### config.mk
export PLATFORM = sky130hd
export DESIGN_NAME = pic_init_seq
export DESIGN_NICKNAME = d
export VERILOG_FILES = /design/src/rtl/pic_init_pkg.sv /design/src/rtl/pic_seq_fsm.sv /design/src/rtl/pic_cfg_regs.sv /design/src/rtl/pic_vector_map.sv /design/src/rtl/pic_init_seq.sv
export SDC_FILE = /design/constraint.sdc
export NUM_CORES = 1
export LEC_CHECK = 0
export BUFFER_PORTS_ARGS = -buffer_cell sky130_fd_sc_hd__clkbuf_2
export CORE_MARGIN = 5
export CORE_UTILIZATION = 40
export CTS_CLUSTER_DIAMETER = 50
export CTS_CLUSTER_SIZE = 10
export DETAILED_ROUTE_END_ITERATION = 7
export HOLD_SLACK_MARGIN = 0.03
export PLACE_DENSITY = 0.74
export SKIP_LAST_GASP = 1
export SLEW_MARGIN = 40
export SYNTH_ARGS = -nofsm -noshare
export SYNTH_HDL_FRONTEND = slang
export SYNTH_SLANG_ARGS = --single-unit
### constraint.sdc
create_clock -name clk -period 1.8 [get_ports clk]
set_input_delay 0.09 -clock clk [delete_from_list [all_inputs] [get_ports clk]]
set_output_delay 0.09 -clock clk [all_outputs]
set_load 0.01 [all_outputs]
### src/rtl/pic_init_pkg.sv
package pic_init_pkg;

    localparam int BYTE_W     = 8;
    localparam int NUM_INPUTS = 8;
    localparam logic [BYTE_W-1:0] START_WORD = 8'h11;

    typedef enum logic [2:0] {
        ST_UNINIT,
        ST_BASE,
        ST_CASC,
        ST_MODE,
        ST_READY
    } seq_state_e;

    typedef struct packed {
        logic ld_base;
        logic ld_casc;
        logic ld_mode;
        logic ld_mask;
        logic clr_mask;
    } load_ctl_t;

    function automatic logic [BYTE_W-1:0] merge_vector(
        input logic [BYTE_W-1:0] base,
        input logic [BYTE_W-1:0] idx_ext,
        input int                idx_w
    );
        logic [BYTE_W-1:0] keep;
        keep = {BYTE_W{1'b1}} << idx_w;
        return (base & keep) | (idx_ext & ~keep);
    endfunction

endpackage

### src/rtl/pic_seq_fsm.sv
module pic_seq_fsm
    import pic_init_pkg::*;
#(
    parameter int DATA_W = BYTE_W,
    parameter logic [DATA_W-1:0] START = START_WORD
) (
    input  logic              clk,
    input  logic              rst,
    input  logic              wr_en,
    input  logic              wr_port,
    input  logic [DATA_W-1:0] wr_data,
    output load_ctl_t         ctl,
    output logic              ready
);

    seq_state_e state_q, state_d;
    logic is_start, is_data;

    always_comb begin
        is_start = wr_en && !wr_port && (wr_data == START);
        is_data  = wr_en && wr_port;
    end

    always_comb begin
        state_d = state_q;
        ctl     = '0;
        if (is_start) begin
            state_d      = ST_BASE;
            ctl.clr_mask = 1'b1;
        end else if (is_data) begin
            unique case (state_q)
                ST_BASE:  begin ctl.ld_base = 1'b1; state_d = ST_CASC;  end
                ST_CASC:  begin ctl.ld_casc = 1'b1; state_d = ST_MODE;  end
                ST_MODE:  begin ctl.ld_mode = 1'b1; state_d = ST_READY; end
                ST_READY: ctl.ld_mask = 1'b1;
                default:  state_d = state_q;
            endcase
        end
    end

    always_ff @(posedge clk) begin
        if (rst) state_q <= ST_UNINIT;
        else     state_q <= state_d;
    end

    assign ready = (state_q == ST_READY);

    AST_READY_ON_DATA: assert property (@(posedge clk) disable iff (rst)
        $rose(ready) |-> $past(wr_en && wr_port));

endmodule

### src/rtl/pic_cfg_regs.sv
module pic_cfg_regs
    import pic_init_pkg::*;
#(
    parameter int DATA_W = BYTE_W
) (
    input  logic              clk,
    input  logic              rst,
    input  load_ctl_t         ctl,
    input  logic [DATA_W-1:0] wr_data,
    output logic [DATA_W-1:0] base_q,
    output logic [DATA_W-1:0] casc_q,
    output logic [DATA_W-1:0] mode_q,
    output logic [DATA_W-1:0] mask_q
);

    always_ff @(posedge clk) begin
        if (rst) begin
            base_q <= '0;
            casc_q <= '0;
            mode_q <= '0;
            mask_q <= '1;
        end else begin
            if (ctl.ld_base)  base_q <= wr_data;
            if (ctl.ld_casc)  casc_q <= wr_data;
            if (ctl.ld_mode)  mode_q <= wr_data;
            if (ctl.clr_mask) mask_q <= '0;
            else if (ctl.ld_mask) mask_q <= wr_data;
        end
    end

endmodule

### src/rtl/pic_vector_map.sv
module pic_vector_map
    import pic_init_pkg::*;
#(
    parameter int DATA_W = BYTE_W,
    parameter int IDX_W  = 3
) (
    input  logic [DATA_W-1:0] base,
    input  logic [IDX_W-1:0]  idx,
    output logic [DATA_W-1:0] vector
);

    localparam int PAD_W = DATA_W - IDX_W;

    generate
        if (PAD_W > 0) begin : g_merge
            assign vector = merge_vector(base, {{PAD_W{1'b0}}, idx}, IDX_W);
        end else begin : g_full
            assign vector = idx[DATA_W-1:0];
        end
    endgenerate

endmodule

### src/rtl/pic_init_seq.sv
module pic_init_seq
    import pic_init_pkg::*;
#(
    parameter int DATA_W = BYTE_W,
    parameter int INPUTS = NUM_INPUTS,
    parameter logic [DATA_W-1:0] START = START_WORD,
    localparam int IDX_W = $clog2(INPUTS)
) (
    input  logic              clk,
    input  logic              rst,
    input  logic              wr_en,
    input  logic              wr_port,
    input  logic [DATA_W-1:0] wr_data,
    input  logic [IDX_W-1:0]  irq_idx,
    output logic [DATA_W-1:0] vec_base_out,
    output logic [DATA_W-1:0] cascade_out,
    output logic [DATA_W-1:0] mode_out,
    output logic [DATA_W-1:0] mask_out,
    output logic              init_done,
    output logic [DATA_W-1:0] irq_vector
);

    load_ctl_t ctl;

    pic_seq_fsm #(.DATA_W(DATA_W), .START(START)) u_fsm (
        .clk(clk), .rst(rst), .wr_en(wr_en), .wr_port(wr_port),
        .wr_data(wr_data), .ctl(ctl), .ready(init_done)
    );

    pic_cfg_regs #(.DATA_W(DATA_W)) u_regs (
        .clk(clk), .rst(rst), .ctl(ctl), .wr_data(wr_data),
        .base_q(vec_base_out), .casc_q(cascade_out),
        .mode_q(mode_out), .mask_q(mask_out)
    );

    pic_vector_map #(.DATA_W(DATA_W), .IDX_W(IDX_W)) u_vmap (
        .base(vec_base_out), .idx(irq_idx), .vector(irq_vector)
    );

    AST_START_CLEARS: assert property (@(posedge clk) disable iff (rst)
        (wr_en && !wr_port && wr_data == START) |=> (mask_out == '0 && !init_done));

    AST_IDLE_STABLE: assert property (@(posedge clk) disable iff (rst)
        !wr_en |=> ($stable(mask_out) && $stable(vec_base_out) && $stable(cascade_out)
                    && $stable(mode_out) && $stable(init_done)));

    AST_OTHER_CMD_IGNORED: assert property (@(posedge clk) disable iff (rst)
        (wr_en && !wr_port && wr_data != START) |=> ($stable(mask_out) && $stable(vec_base_out)
            && $stable(cascade_out) && $stable(mode_out) && $stable(init_done)));

    AST_VECTOR_UPPER: assert property (@(posedge clk) disable iff (rst)
        irq_vector[DATA_W-1:IDX_W] == vec_base_out[DATA_W-1:IDX_W]);

endmodule

==> metrics.txt <==
# TYPE chip_impl_metric gauge
chip_impl_metric{name="wl_per_cell",unit="um"} 14.95
chip_impl_metric{name="timing.final.crit_period",unit="ns"} 1.432
chip_impl_metric{name="use_met3",unit="%"} 3.878
chip_impl_metric{name="cts.repair.resized",unit=""} 0
chip_impl_metric{name="globalRoute.totalOverflow",unit=""} 0
chip_impl_metric{name="detail_route.drc_violations",unit=""} 0
chip_impl_metric{name="cts-buffers-inserted",unit=""} 5
chip_impl_metric{name="setup_violations",unit=""} 0
chip_impl_info{name="endpoint_kind",value="output pin"} 1
chip_impl_metric{name="port_buffers",unit=""} 49
chip_impl_metric{name="fp.dieArea",unit="um^2"} 5206
chip_impl_metric{name="number_of_instances_in_the_synthesized_netlist",unit=""} 180
chip_impl_metric{name="die_w",unit="um"} 72.16
chip_impl_metric{name="worst-r2r-setup-slack",unit="ns"} 0.44
chip_impl_info{name="gr-max-usage-layer",value="met1"} 1
chip_impl_metric{name="synth_enable_flop_cells",unit=""} 0
chip_impl_metric{name="number_of_ports_placed_on_the_die_boundary",unit=""} 56
chip_impl_metric{name="post_synth.cell_area_avg",unit="um^2"} 8.585
chip_impl_metric{name="avgViaCountPerCell",unit=""} 5.366
chip_impl_metric{name="maxClockFrequency",unit="MHz"} 698.3
chip_impl_metric{name="synth_warn",unit=""} 0
chip_impl_metric{name="critPathArrivalTime",unit="ns"} 1.34
chip_impl_info{name="worstSetupStartpointType",value="flop"} 1
chip_impl_metric{name="setup_slack",unit="ns"} 0.3679
chip_impl_metric{name="cts-hold-fix-buffers",unit=""} 0
chip_impl_info{name="min-delay-path-class",value="input pin to flop"} 1
chip_impl_metric{name="overall_fraction_of_global_route_tracks_in_use",unit="%"} 15.89
chip_impl_metric{name="synth_area",unit="um^2"} 1545
chip_impl_metric{name="route.vias.total",unit=""} 1406
chip_impl_metric{name="fp-row-count",unit=""} 22
chip_impl_info{name="min-delay-start",value="wr_data[1]"} 1
chip_impl_metric{name="clk_pin_slew_worst_paths",unit="ns"} 0.06
chip_impl_metric{name="grt_first_pass_wirelength",unit="um"} 6575
chip_impl_info{name="worstSetupPathType",value="flop to output pin"} 1
chip_impl_metric{name="routabilityCongestion",unit=""} 0.7846
chip_impl_metric{name="tritoncts_num_sinks",unit=""} 35
chip_impl_metric{name="multi_input_area",unit="um^2"} 665.6
chip_impl_metric{name="syn2layout_area_growth",unit="%"} 16.76
chip_impl_metric{name="maxCapViolCount",unit=""} 0
chip_impl_metric{name="fin_cells",unit=""} 262
chip_impl_metric{name="yosysSeqAreaShare",unit="%"} 45.34
chip_impl_info{name="rsz_0062_raised_after_global_routing",value="false"} 1
chip_impl_metric{name="postRouteAntennaNets",unit=""} 0
chip_impl_metric{name="crit_fanout",unit=""} 9
chip_impl_metric{name="core-area",unit="um^2"} 3689
chip_impl_metric{name="routed_wirelength",unit="um"} 3916
chip_impl_metric{name="postSynthNetCount",unit=""} 195
chip_impl_metric{name="ff2ff_path_depth",unit=""} 3
chip_impl_info{name="whs_endpoint",value="u_regs.base_q[1]"} 1
chip_impl_metric{name="required",unit="ns"} 1.71
chip_impl_metric{name="yosysUniqueCellTypes",unit=""} 30
chip_impl_metric{name="max-clock-path-buffers",unit=""} 2
chip_impl_metric{name="worstHoldPathCells",unit=""} 3
chip_impl_metric{name="grt_antenna_before_repair",unit=""} 0
chip_impl_metric{name="p_per_area",unit="nW/um^2"} 745.0
chip_impl_metric{name="synth.top_cell.area_share",unit="%"} 45.34
chip_impl_metric{name="worst_pin_slew",unit="ns"} 0.6797
chip_impl_metric{name="number_of_fill_cells_in_the_layout",unit=""} 378
chip_impl_metric{name="timing.final.hold_violations",unit=""} 0
chip_impl_metric{name="fin_tns_setup",unit="ns"} 0
chip_impl_metric{name="fraction_of_final_layout_cells_sized_beyond_drive_strength_1",unit="%"} 28.97
chip_impl_metric{name="fin_skew",unit="ns"} 0.002601
chip_impl_metric{name="leakage",unit="nW"} 0.7213
chip_impl_metric{name="slew_headroom",unit="%"} 54.68
chip_impl_metric{name="grt.met2_usage",unit="%"} 22.45
chip_impl_metric{name="detailedRoute.firstPassIterationCount",unit=""} 4
chip_impl_metric{name="cts_max_level",unit=""} 2
chip_impl_info{name="critical_path.reg2reg.endpoint",value="u_regs.mask_q[4]"} 1
chip_impl_metric{name="hpwl",unit="um"} 2757
chip_impl_metric{name="initial_core_util",unit="%"} 41.89
chip_impl_metric{name="ys_ff_latch",unit=""} 35
chip_impl_metric{name="cts_setup_buffers",unit=""} 0
chip_impl_info{name="synth_ff_type",value="sky130_fd_sc_hd__dfxtp_1"} 1
chip_impl_metric{name="report.final.slew_viol_count",unit=""} 0
chip_impl_metric{name="async_flop_share",unit="%"} 0
chip_impl_info{name="clock_tree_from_tritoncts",value="done"} 1
chip_impl_metric{name="vias_in_the_first_global_route",unit=""} 1341
chip_impl_metric{name="fin_crit_sh",unit="%"} 79.56
chip_impl_info{name="ys_top_cells_by_area",value="sky130_fd_sc_hd__dfxtp_1 45%, sky130_fd_sc_hd__nand3_1 8.1%, sky130_fd_sc_hd__o21ai_0 8.1%"} 1
chip_impl_metric{name="pre_cts_slack",unit="ns"} 0.2916
chip_impl_metric{name="clock_insertion_delay_worst_skew",unit="ns"} 0.28
chip_impl_metric{name="place.detailed.instances",unit=""} 256
chip_impl_metric{name="regArea",unit="um^2"} 700.7
chip_impl_metric{name="die_h",unit="um"} 72.16
chip_impl_info{name="synth_largest_area_cell",value="sky130_fd_sc_hd__dfxtp_1"} 1
chip_impl_info{name="clock_tree.root_cell",value="sky130_fd_sc_hd__clkbuf_8"} 1
chip_impl_metric{name="drtIter0Drc",unit=""} 83
chip_impl_metric{name="antenna_cells_inserted",unit=""} 0
chip_impl_metric{name="power.ir.vdd_worst",unit="mV"} 0.4483
chip_impl_info{name="status",value="finished clean"} 1
chip_impl_info{name="r2r-start",value="u_fsm.state_q[0]"} 1
chip_impl_metric{name="grt_max_degree",unit=""} 35
chip_impl_metric{name="use_met1",unit="%"} 23.27
chip_impl_metric{name="finish.net_count",unit=""} 230
power breakdown:
| part | switching [mW] | leakage [nW] | total, mW | internal, mW |
|---|---|---|---|---|
| registers | 0.000210 | 0.282 | 0.775 | 0.775 |
| logic | 0.0470 | 0.402 | 0.0636 | 0.0167 |
| clock network | 0.248 | 0.0371 | 0.506 | 0.257 |
registers in the layout (all words and copies together), names as in the netlist:
| signal | cells |
|---|---|
| u_fsm.state_q | 3 |
| u_regs.base_q | 8 |
| u_regs.casc_q | 8 |
| u_regs.mask_q | 8 |
| u_regs.mode_q | 8 |
layout make-up:
| class | instances | share of cell area, % |
|---|---|---|
| Clock buffer | 6 | 4.022 |
| Timing Repair Buffer | 52 | 14.84 |
| Tap cell | 48 | 3.329 |
| Sequential cell | 35 | 38.83 |
| Inverter | 10 | 2.080 |
| Multi-Input combinational cell | 111 | 36.89 |
worst max-delay path, stage by stage (launching register included):
cell	delay (ns)
sky130_fd_sc_hd__dfxtp_1	0.50
sky130_fd_sc_hd__nand2b_1	0.27
sky130_fd_sc_hd__nor2_1	0.15
sky130_fd_sc_hd__clkbuf_2	0.14
cell usage in the layout (no fill, tap or decap), types with 3 or more instances in the layout:
master                      n
sky130_fd_sc_hd__a311o_1    8
sky130_fd_sc_hd__o21ai_0   25
sky130_fd_sc_hd__clkbuf_8   5
sky130_fd_sc_hd__dfxtp_1   35
sky130_fd_sc_hd__nor3_1     8
sky130_fd_sc_hd__a21oi_1   24
sky130_fd_sc_hd__clkbuf_2  49
sky130_fd_sc_hd__inv_1      9
sky130_fd_sc_hd__nand3_1   25
sky130_fd_sc_hd__buf_4      3
worst max path at each step:
stage,start,to,slack [ns],cells past startpoint
2_1_floorplan,u_fsm.state_q[1],u_regs.mask_q[0],0.53,4
3_3_place_gp,wr_data[5],u_regs.mask_q[2],0.33,4
3_5_place_dp,wr_data[7],u_regs.mask_q[4],0.29,4
4_1_cts,u_fsm.state_q[2],init_done,0.38,3
5_1_grt,u_fsm.state_q[2],init_done,0.27,3
6_report,u_fsm.state_q[2],init_done,0.37,3
per-layer routing:
layer,vias up,wire length (um),part of all wire (%)
li1,705,-,-
met1,647,1897,48
met2,52,1744,45
met3,2,257,6.6
met4,0,17,0.43
met5,-,0,0
stage by stage:
stage | power [mW] | utilization, % | hold slack (ns) | area [um^2]
5_1_grt | 1.402 | 48.91 | 0.1226 | 1804
3_3_place_gp | 0.8548 | 46.95 | 0.1801 | 1732
3_5_place_dp | 0.8551 | 46.95 | 0.1801 | 1732
2_1_floorplan | 0.8351 | - | 0.2377 | 1545
4_1_cts | 1.358 | 48.91 | 0.1129 | 1804
6_report | 1.344 | 48.91 | 0.1214 | 1804
cell usage after synthesis, drive strengths merged (2+ instances only):
cell     n
nand3   26
o21ai   25
a21oi   24
nor2     2
nand4b   2
nor3     8
and3     2
nand2b   2
nor4b    2
inv      9
nand2    2
dfxtp   35
clkbuf   8
buf     16
a311o    8
cell families after synthesis:
| family | after synthesis | share of synthesized area (%) |
|---|---|---|
| AOI/OAI and AO/OA | 59 | 22.11 |
| xor gates and xnor gates | 1 | 0.5669 |
| buffers and inverters | 34 | 11.58 |
| DFF | 35 | 45.34 |
| and+or+nand+nor | 51 | 20.41 |
(Power assumes the default switching activity.)
